<file path="config.mk">
export PLATFORM = sky130hd
export DESIGN_NAME = sbox_top
export DESIGN_NICKNAME = d
export VERILOG_FILES = /design/src/rtl/sbox_pkg.sv /design/src/rtl/sbox_basis_map.sv /design/src/rtl/sbox_gf16_inv.sv /design/src/rtl/sbox_tower_inv.sv /design/src/rtl/sbox_affine.sv /design/src/rtl/sbox_top.sv
export SDC_FILE = /design/constraint.sdc
export NUM_CORES = 1
export LEC_CHECK = 0
export CAP_MARGIN = 10
export CORE_ASPECT_RATIO = 1.25
export CORE_MARGIN = 2
export CORE_UTILIZATION = 55
export DETAILED_ROUTE_END_ITERATION = 7
export GPL_TIMING_DRIVEN = 0
export PLACE_DENSITY = 0.76
export SLEW_MARGIN = 20
export SYNTH_ARGS = -nofsm -noshare
export SYNTH_HDL_FRONTEND = slang
export SYNTH_SLANG_ARGS = --single-unit
</file>
<file path="constraint.sdc">
create_clock -name vclk -period 10.2
set_clock_uncertainty 0.2 [all_clocks]
set_input_delay 1.53 -clock vclk [all_inputs]
set_output_delay 1.53 -clock vclk [all_outputs]
set_load 0.02 [all_outputs]
</file>
<file path="src/rtl/sbox_pkg.sv">
package sbox_pkg;

  // GF(4): basis {w,1}, w^2 = w + 1
  function automatic logic [1:0] gf4Mul(input logic [1:0] a, input logic [1:0] b);
    logic hh;
    hh = a[1] & b[1];
    return {hh ^ (a[1] & b[0]) ^ (a[0] & b[1]), hh ^ (a[0] & b[0])};
  endfunction

  function automatic logic [1:0] gf4Sq(input logic [1:0] a);
    return {a[1], a[1] ^ a[0]};
  endfunction

  // GF(16) over GF(4): z^2 = z + n
  function automatic logic [3:0] gf16Mul(input logic [3:0] a, input logic [3:0] b,
                                         input logic [1:0] n);
    logic [1:0] hh, hi, lo;
    hh = gf4Mul(a[3:2], b[3:2]);
    hi = hh ^ gf4Mul(a[3:2], b[1:0]) ^ gf4Mul(a[1:0], b[3:2]);
    lo = gf4Mul(hh, n) ^ gf4Mul(a[1:0], b[1:0]);
    return {hi, lo};
  endfunction

  // GF(256) over GF(16): y^2 = y + m
  function automatic logic [7:0] towerMul(input logic [7:0] a, input logic [7:0] b,
                                          input logic [1:0] n, input logic [3:0] m);
    logic [3:0] hh, hi, lo;
    hh = gf16Mul(a[7:4], b[7:4], n);
    hi = hh ^ gf16Mul(a[7:4], b[3:0], n) ^ gf16Mul(a[3:0], b[7:4], n);
    lo = gf16Mul(hh, m, n) ^ gf16Mul(a[3:0], b[3:0], n);
    return {hi, lo};
  endfunction

  // Polynomial-basis product modulo v^8 + poly
  function automatic logic [7:0] polyMul(input logic [7:0] a, input logic [7:0] b,
                                         input logic [7:0] poly);
    logic [7:0] acc;
    acc = 8'h00;
    for (int i = 7; i >= 0; i--) begin
      acc = {acc[6:0], 1'b0} ^ (acc[7] ? poly : 8'h00);
      if (b[i]) acc = acc ^ a;
    end
    return acc;
  endfunction

  // Smallest n making z^2 + z + n irreducible over GF(4)
  function automatic logic [1:0] findGf16Const();
    logic [1:0] res;
    logic found, ok;
    res = 2'd0;
    found = 1'b0;
    for (int c = 1; c < 4; c++) begin
      ok = 1'b1;
      for (int z = 0; z < 4; z++)
        if ((gf4Mul(2'(z), 2'(z)) ^ 2'(z) ^ 2'(c)) == 2'd0) ok = 1'b0;
      if (ok && !found) begin
        res = 2'(c);
        found = 1'b1;
      end
    end
    return res;
  endfunction

  // Smallest m making y^2 + y + m irreducible over GF(16)
  function automatic logic [3:0] findGf256Const(input logic [1:0] n);
    logic [3:0] res;
    logic found, ok;
    res = 4'd0;
    found = 1'b0;
    for (int c = 1; c < 16; c++) begin
      ok = 1'b1;
      for (int y = 0; y < 16; y++)
        if ((gf16Mul(4'(y), 4'(y), n) ^ 4'(y) ^ 4'(c)) == 4'd0) ok = 1'b0;
      if (ok && !found) begin
        res = 4'(c);
        found = 1'b1;
      end
    end
    return res;
  endfunction

  // Value of the field polynomial at a tower element (Horner)
  function automatic logic [7:0] evalFieldPoly(input logic [7:0] beta, input logic [7:0] poly,
                                               input logic [1:0] n, input logic [3:0] m);
    logic [7:0] acc;
    acc = 8'h01;
    for (int k = 7; k >= 0; k--)
      acc = towerMul(acc, beta, n, m) ^ {7'd0, poly[k]};
    return acc;
  endfunction

  function automatic logic [7:0] findRoot(input logic [7:0] poly, input logic [1:0] n,
                                          input logic [3:0] m);
    logic [7:0] res;
    logic found;
    res = 8'h00;
    found = 1'b0;
    for (int b = 2; b < 256; b++)
      if (!found && evalFieldPoly(8'(b), poly, n, m) == 8'h00) begin
        res = 8'(b);
        found = 1'b1;
      end
    return res;
  endfunction

  // Column j of the matrix is the image of basis vector j
  function automatic logic [63:0] powerColumns(input logic [7:0] root, input logic [1:0] n,
                                               input logic [3:0] m);
    logic [63:0] cols;
    logic [7:0] p;
    p = 8'h01;
    cols = 64'd0;
    for (int j = 0; j < 8; j++) begin
      cols[8*j +: 8] = p;
      p = towerMul(p, root, n, m);
    end
    return cols;
  endfunction

  function automatic logic [7:0] applyColumns(input logic [63:0] cols, input logic [7:0] x);
    logic [7:0] acc;
    acc = 8'h00;
    for (int j = 0; j < 8; j++)
      if (x[j]) acc = acc ^ cols[8*j +: 8];
    return acc;
  endfunction

  function automatic logic [63:0] invertColumns(input logic [63:0] cols);
    logic [63:0] res;
    res = 64'd0;
    for (int j = 0; j < 8; j++)
      for (int p = 0; p < 256; p++)
        if (applyColumns(cols, 8'(p)) == (8'h01 << j)) res[8*j +: 8] = 8'(p);
    return res;
  endfunction

endpackage

</file>
<file path="src/rtl/sbox_basis_map.sv">
module sbox_basis_map #(
  parameter logic [63:0] COLS = 64'h8040201008040201
) (
  input  logic [7:0] dIn,
  output logic [7:0] dOut
);
  logic [7:0] partSum [0:8];

  assign partSum[0] = 8'h00;
  for (genvar g = 0; g < 8; g++) begin : gCol
    assign partSum[g+1] = partSum[g] ^ (COLS[8*g +: 8] & {8{dIn[g]}});
  end
  assign dOut = partSum[8];
endmodule

</file>
<file path="src/rtl/sbox_gf16_inv.sv">
module sbox_gf16_inv
  import sbox_pkg::*;
#(
  parameter logic [1:0] NCONST = 2'd2
) (
  input  logic [3:0] dIn,
  output logic [3:0] dOut
);
  logic [1:0] hiIn, loIn, norm, normInv;

  assign hiIn    = dIn[3:2];
  assign loIn    = dIn[1:0];
  assign norm    = gf4Mul(gf4Sq(hiIn), NCONST) ^ gf4Mul(hiIn, loIn) ^ gf4Sq(loIn);
  assign normInv = gf4Sq(norm);
  assign dOut    = {gf4Mul(normInv, hiIn), gf4Mul(normInv, hiIn ^ loIn)};

  always_comb begin
    assert_gf16_product_R3: assert (dIn == 4'd0 || gf16Mul(dIn, dOut, NCONST) == 4'd1)
      else $error("R3: GF(16) inverse of %h gave %h", dIn, dOut);
  end
endmodule

</file>
<file path="src/rtl/sbox_tower_inv.sv">
module sbox_tower_inv
  import sbox_pkg::*;
#(
  parameter logic [1:0] NCONST = 2'd2,
  parameter logic [3:0] MCONST = 4'd8
) (
  input  logic [7:0] dIn,
  output logic [7:0] dOut
);
  logic [3:0] hiIn, loIn, norm, normInv;

  assign hiIn = dIn[7:4];
  assign loIn = dIn[3:0];
  assign norm = gf16Mul(gf16Mul(hiIn, hiIn, NCONST), MCONST, NCONST)
              ^ gf16Mul(hiIn, loIn, NCONST)
              ^ gf16Mul(loIn, loIn, NCONST);

  sbox_gf16_inv #(.NCONST(NCONST)) u_normInv (
    .dIn (norm),
    .dOut(normInv)
  );

  assign dOut = {gf16Mul(normInv, hiIn, NCONST), gf16Mul(normInv, hiIn ^ loIn, NCONST)};

  always_comb begin
    assert_tower_product_R3: assert (dIn == 8'd0 || towerMul(dIn, dOut, NCONST, MCONST) == 8'd1)
      else $error("R3: tower inverse of %h gave %h", dIn, dOut);
    assert_tower_zero_R4: assert (dIn != 8'd0 || dOut == 8'd0)
      else $error("R4: tower inverse of zero gave %h", dOut);
  end
endmodule

</file>
<file path="src/rtl/sbox_affine.sv">
module sbox_affine #(
  parameter logic [63:0] ROWS   = 64'hF87C3E1F8FC7E3F1,
  parameter logic [7:0]  ACONST = 8'h63
) (
  input  logic [7:0] dIn,
  output logic [7:0] dOut
);
  for (genvar g = 0; g < 8; g++) begin : gRow
    assign dOut[g] = (^(ROWS[8*g +: 8] & dIn)) ^ ACONST[g];
  end
endmodule

</file>
<file path="src/rtl/sbox_top.sv">
module sbox_top
  import sbox_pkg::*;
#(
  parameter logic [7:0]  FIELD_POLY = 8'h77,
  parameter logic [63:0] AFF_ROWS   = 64'hF87C3E1F8FC7E3F1,
  parameter logic [7:0]  AFF_CONST  = 8'h63
) (
  input  logic [7:0] sboxIn,
  output logic [7:0] sboxOut
);
  localparam logic [1:0]  NCONST   = findGf16Const();
  localparam logic [3:0]  MCONST   = findGf256Const(NCONST);
  localparam logic [7:0]  ROOT     = findRoot(FIELD_POLY, NCONST, MCONST);
  localparam logic [63:0] TO_TOWER = powerColumns(ROOT, NCONST, MCONST);
  localparam logic [63:0] TO_POLY  = invertColumns(TO_TOWER);

  logic [7:0] towerIn, towerInv, polyInv;

  sbox_basis_map #(.COLS(TO_TOWER)) u_toTower (
    .dIn (sboxIn),
    .dOut(towerIn)
  );

  sbox_tower_inv #(.NCONST(NCONST), .MCONST(MCONST)) u_inv (
    .dIn (towerIn),
    .dOut(towerInv)
  );

  sbox_basis_map #(.COLS(TO_POLY)) u_toPoly (
    .dIn (towerInv),
    .dOut(polyInv)
  );

  sbox_affine #(.ROWS(AFF_ROWS), .ACONST(AFF_CONST)) u_affine (
    .dIn (polyInv),
    .dOut(sboxOut)
  );

  always_comb begin
    assert_field_inverse_R2: assert (sboxIn == 8'd0 || polyMul(sboxIn, polyInv, FIELD_POLY) == 8'd1)
      else $error("R2: inverse of %h gave %h", sboxIn, polyInv);
    assert_zero_constant_R4: assert (sboxIn != 8'd0 || sboxOut == AFF_CONST)
      else $error("R4: zero input gave %h", sboxOut);
  end
endmodule

</file>
Yosys cells after proc, flatten, opt, wreduce, memory -nomap -nowiden
Cells that the tools add are included.
{"block": "totals", "inputBits": 8, "reg_bits": 0, "output_inout_bits": 8, "elab_cells": 199}
{"block": "classes", "n_reduce_logical": 8, "bitwise": 191}
{"cell": "1-bit XOR", "n": 79}
{"cell": "1-bit bitwise AND", "n": 72}
{"cell": "8-bit XOR", "n": 9}
{"cell": "8-bit parity", "n": 8}
{"cell": "2-bit XOR", "n": 19}
{"cell": "8-bit by 7-bit XOR with 8-bit output", "n": 3}
{"cell": "4-bit XOR", "n": 3}
{"cell": "1-bit by 8-bit XOR with 8-bit output", "n": 1}
{"cell": "1-bit by 7-bit XOR with 7-bit output", "n": 1}
{"cell": "1-bit inverter", "n": 4}

Depth between registers and ports, before layout
{"block": "logic_depth", "ltp_word": 38, "ltp_mapped": 26, "depth_no_buf": 22}

Modules after synthesis
From an unflattened synthesis, not the netlist that was laid out.
{"block": "unflattened", "cells_unflattened": 201, "area_unflattened_um2": 1799.2}
{"module": "sbox_tower_inv", "seq_area_each_um2": 0.0, "n_inst": 1, "cells_each": 137, "area_each_um2": 1001.0}
{"module": "sbox_affine", "seq_area_each_um2": 0.0, "n_inst": 1, "cells_each": 12, "area_each_um2": 254.0}
{"module": "sbox_gf16_inv", "seq_area_each_um2": 0.0, "n_inst": 1, "cells_each": 24, "area_each_um2": 231.5}
{"module": "sbox_basis_map (u_toTower)", "seq_area_each_um2": 0.0, "n_inst": 1, "cells_each": 15, "area_each_um2": 170.2}
{"module": "sbox_basis_map (u_toPoly)", "seq_area_each_um2": 0.0, "n_inst": 1, "cells_each": 13, "area_each_um2": 142.6}

Worst setup path after synthesis
No wires, ideal clock.
{"block": "synth_timing", "path_type": "input-to-output", "startpoint": "input sboxIn[3]", "endpoint": "output sboxOut[3]", "arrival_ns": 7.569, "cell_stages": 24, "t_required_ns": 8.470, "n_path_buf": 5, "path_slack_ns": 0.901, "path_cell_list": "buf_2 -> xnor2_2 -> xnor2_1 -> buf_2 -> inv_1 -> ha_1 -> xnor2_1 -> xnor2_1 -> xnor3_1 -> buf_1 -> ha_1 -> buf_1 -> inv_1 -> or3_1 -> a32oi_1 -> a211oi_1 -> or4_1 -> buf_2 -> nor4b_4 -> a311oi_2 -> xor2_2 -> xnor3_2 -> xor2_2 -> xnor3_1"}
{"block": "synth_between", "elab_chain_len": 35, "elab_cells_between_ends": 174, "cone_classes": "bitwise (173); reduce/logical (1)"}
{"element": "from (decl)", "line_no": "sbox_top.sv:8", "text": "input logic [7:0] sboxIn,"}
{"element": "8-bit XOR *", "line_no": "sbox_basis_map.sv:11", "text": "assign partSum[g+1] = partSum[g] ^ (COLS[8*g +: 8] & {8{dIn[g]}});"}
{"element": "8-bit by 7-bit XOR with 8-bit output *", "line_no": "sbox_basis_map.sv:11"}
{"element": "8-bit XOR * (3 in a row)", "line_no": "sbox_basis_map.sv:11"}
{"element": "1-bit bitwise AND, on equally long branches", "line_no": "sbox_pkg.sv:7, sbox_pkg.sv:6"}
{"element": "1-bit XOR (2 in a row)", "line_no": "sbox_pkg.sv:7", "text": "return {hh ^ (a[1] & b[0]) ^ (a[0] & b[1]), hh ^ (a[0] & b[0])};"}
{"element": "2-bit XOR or 1-bit XOR (tied branches)", "line_no": "sbox_pkg.sv:19, sbox_pkg.sv:7"}
{"element": "2-bit XOR, on equally long branches", "line_no": "sbox_pkg.sv:19, sbox_pkg.sv:20"}
{"element": "1-bit XOR", "line_no": "sbox_pkg.sv:7"}
{"element": "[... 11 more ...]"}
{"element": "1-bit bitwise AND, on equally long branches", "line_no": "sbox_pkg.sv:6, sbox_pkg.sv:7"}
{"element": "1-bit XOR (3 in a row)", "line_no": "sbox_pkg.sv:7"}
{"element": "2-bit XOR", "line_no": "sbox_pkg.sv:20", "text": "lo = gf4Mul(hh, n) ^ gf4Mul(a[1:0], b[1:0]);"}
{"element": "1-bit by 8-bit XOR with 8-bit output", "line_no": "sbox_basis_map.sv:11"}
{"element": "8-bit XOR (4 in a row)", "line_no": "sbox_basis_map.sv:11"}
{"element": "8-bit by 7-bit XOR with 8-bit output", "line_no": "sbox_basis_map.sv:11"}
{"element": "8-bit XOR *", "line_no": "sbox_basis_map.sv:11"}
{"element": "8-bit parity *", "line_no": "sbox_affine.sv:9", "text": "assign dOut[g] = (^(ROWS[8*g +: 8] & dIn)) ^ ACONST[g];"}
{"element": "to (decl)", "line_no": "sbox_top.sv:9", "text": "output logic [7:0] sboxOut"}
Mark *: on every way between the ends. The rest lies on a longest branch, timed or not.

Worst setup path in the final report
{"block": "layout_timing", "startpoint": "input sboxIn[5]", "endpoint": "output sboxOut[3]"}
{"block": "layout_between", "elab_chain_len": 33, "elab_cells_between_ends": 181, "cone_classes": "bitwise (180); reduce/logical (1)"}
{"element": "8-bit XOR * (3 in a row)", "line_no": "sbox_basis_map.sv:11"}
{"element": "1-bit bitwise AND, on equally long branches", "line_no": "sbox_pkg.sv:7, sbox_pkg.sv:6"}
{"element": "1-bit XOR (2 in a row)", "line_no": "sbox_pkg.sv:7"}
{"element": "2-bit XOR or 1-bit XOR (tied branches)", "line_no": "sbox_pkg.sv:19, sbox_pkg.sv:7"}
{"element": "2-bit XOR, on equally long branches", "line_no": "sbox_pkg.sv:19, sbox_pkg.sv:20"}
{"element": "1-bit XOR", "line_no": "sbox_pkg.sv:7"}
{"element": "2-bit XOR or 1-bit XOR (tied branches)", "line_no": "sbox_pkg.sv:19, sbox_pkg.sv:7"}
{"element": "4-bit XOR", "line_no": "sbox_tower_inv.sv:15", "text": "^ gf16Mul(hiIn, loIn, NCONST)"}
{"element": "[... 9 more ...]"}
{"element": "1-bit bitwise AND, on equally long branches", "line_no": "sbox_pkg.sv:6, sbox_pkg.sv:7"}
{"element": "1-bit XOR (3 in a row)", "line_no": "sbox_pkg.sv:7"}
{"element": "2-bit XOR", "line_no": "sbox_pkg.sv:20"}
{"element": "1-bit by 8-bit XOR with 8-bit output", "line_no": "sbox_basis_map.sv:11"}
{"element": "8-bit XOR (4 in a row)", "line_no": "sbox_basis_map.sv:11"}
{"element": "8-bit by 7-bit XOR with 8-bit output", "line_no": "sbox_basis_map.sv:11"}
{"element": "8-bit XOR *", "line_no": "sbox_basis_map.sv:11"}
{"element": "8-bit parity *", "line_no": "sbox_affine.sv:9"}
Marked as above.

==> impl_metrics.env <==
export IMPL_drive_gt1_share_pct=17.9
export IMPL_initial_core_util_pct=57.5
export IMPL_rows=24
export IMPL_seq_area_frac_synth_pct=0
export IMPL_critPathBufInv=7
export IMPL_status="completed"
export IMPL_finalCritPeriodShare_pct=96.6
export IMPL_worstHoldPathCells=7
export IMPL_drc=0
export IMPL_vias=1884
export IMPL_final_hold_violation_count=0
export IMPL_finalSetupViolations=0
export IMPL_dp_hpwl_mm=3.61
export IMPL_grt_max_degree=11
export IMPL_post_drt_wl_per_cell_um=15.1
export IMPL_drt_first_pass_iters=4
export IMPL_fin_util_pct=65.2
export IMPL_drv_slew=0
export IMPL_cp_num_cells=24
export IMPL_fillCellCount=316
export IMPL_crit_arrival_ns=8.12
export IMPL_io_pin_count=16
export IMPL_synthesis_nets=274
export IMPL_worst_setup_path_end_kind="primary output"
export IMPL_die_x_um=58.0
export IMPL_required_ns=8.47
export IMPL_drt_wl_total_mm=4.71
export IMPL_netlist_instances=261
export IMPL_crit_type="in2out"
export IMPL_rsz0062_at_grt="no"
export IMPL_final_common_cell="nand2_1"
export IMPL_netlist_area_um2=2000
export IMPL_die_y_um=71.5
export IMPL_crit_family="XOR/XNOR gates"
export IMPL_cpMaxStageDelayCell="clkdlybuf4s50_1"
export IMPL_ys_types=63
export IMPL_regArea_um2=0
export IMPL_drv_cap=0
export IMPL_place_congestion=0.831
export IMPL_final_net_count=289
export IMPL_portBuffers=10
export IMPL_grt_util_all_layers_pct=23.6
export IMPL_cpPeakStageDelay_ns=0.61
export IMPL_fin_crit_ns=9.85
export IMPL_final_cell_mix="nand2_1, xnor2_1, o21ai_0"
export IMPL_worst_pin_slew_ns=0.650
export IMPL_cp_start_kind="primary input"
export IMPL_path_max_fanout=10
export IMPL_ant_nets=0
export IMPL_antenna_found_initial=0
export IMPL_area_delta_synth_final_pct=13.3
export IMPL_nFlopsAndLatches=0
export IMPL_die_area_um2=4140
export IMPL_avgSynthCellArea_um2=7.67
export IMPL_drt_initial_drc_count=86
export IMPL_min_path_type="in2out"
export IMPL_grt_pass1_wl_mm=8.04
export IMPL_max_freq_mhz=102
export IMPL_clkbuf_count=0
export IMPL_grt_pass1_vias=1816
export IMPL_dpl_worst_slack_ns=-0.730
export IMPL_path_cells="buf_4 > xnor2_2 > xnor2_4 > buf_4 > inv_1 > ha_1 > xnor2_1 > xnor2_1 > xnor3_1 > buf_2 > ha_2 > inv_1 > or3_1 > a32oi_1 > a211oi_1 > or4_1 > buf_2 > nor4b_4 > a311oi_2 > xor2_2 > xnor3_2 > xor2_4 > xnor3_1 > clkdlybuf4s50_1"
export IMPL_ys_warn_count=0
export IMPL_worst_slack_ns=0.351
export IMPL_slew_headroom_pct=56.4
export IMPL_core_area_um2=3480
export IMPL_viasPerCell=6.02
export IMPL_overflow=0
export IMPL_num_antenna_cells=0
## tightest hold or removal path: stages
cell	delay [ns]
buf_6	0.11
xor2_4	0.10
a31oi_1	0.17
xnor2_1	0.14
xnor3_1	0.19
xor2_1	0.08
clkdlybuf4s50_1	0.52
## through the flow
stage,TNS [ns],std cells,cell area [um2],hold WS [ns]
floorplan,0,261,2000,3.68
global placement,-5.14,310,2150,4.18
detailed placement,-3.34,310,2160,4.19
CTS,0,312,2240,4.19
global route,0,313,2270,4.29
finish,0,313,2270,4.18
## what timing repair did
action                     in CTS  in global routing
pin swaps                       2                  2
setup buffers                   3                  1
hold buffers                    0                  0
setup endpoints to repair       8                  5
resized for setup               9                  6
## final timing paths
kind	startpoint	to	slack, ns
worst max-delay path	sboxIn[5]	sboxOut[3]	0.35
worst min-delay path	sboxIn[1]	sboxOut[0]	4.18
## cell type report
cell class	instances	area, um2	area share [%]
timing repair buffer	14	125	5.51
multi-input combinational	231	1950	86.1
buffer	19	104	4.58
tap	39	48.8	2.15
inverter	10	37.5	1.65
## Yosys cell counts (all sizes together), types with 3 or more instances
| master | number | area, um2 |
|---|---|---|
| o211ai | 5 | 37.5 |
| inv | 10 | 37.5 |
| a22oi | 4 | 30.0 |
| ha | 5 | 62.6 |
| and2 | 6 | 37.5 |
| clkbuf | 8 | 32.5 |
| nand3 | 6 | 30.0 |
| xnor3 | 11 | 253 |
| a211oi | 6 | 50.1 |
| a21oi | 10 | 50.1 |
| nor2 | 16 | 60.1 |
| buf | 12 | 71.3 |
| xor2 | 18 | 206 |
| or3 | 3 | 18.8 |
| nand2b | 3 | 18.8 |
| nor3 | 11 | 55.1 |
| nand2 | 27 | 101 |
| xnor2 | 34 | 328 |
| a31oi | 4 | 40.0 |
| o21ai | 21 | 105 |
| mux2i | 5 | 50.1 |
## layer usage
layer | wire, um | track usage (%) | vias up
met2 | 2500 | 45.6 | 46
li1 | - | - | 955
met4 | 39 | 3.36 | 0
met1 | 2040 | 29.4 | 879
met5 | 0 | 0 | -
met3 | 137 | 0.361 | 4
## kinds of logic (layout without fill, tap and decap cells)
group	Yosys count	count (layout)	synth area share (%)
compound gates	70	70	24.7
xor+xnor	64	64	40.5
fa+ha+maj	5	5	3.12
buf+inv	30	43	7.06
mux	5	5	2.50
simple gates	87	87	22.2
Power is not shown: default switching activity piles up to over one toggle a cycle in this logic, so the estimate is an artifact.
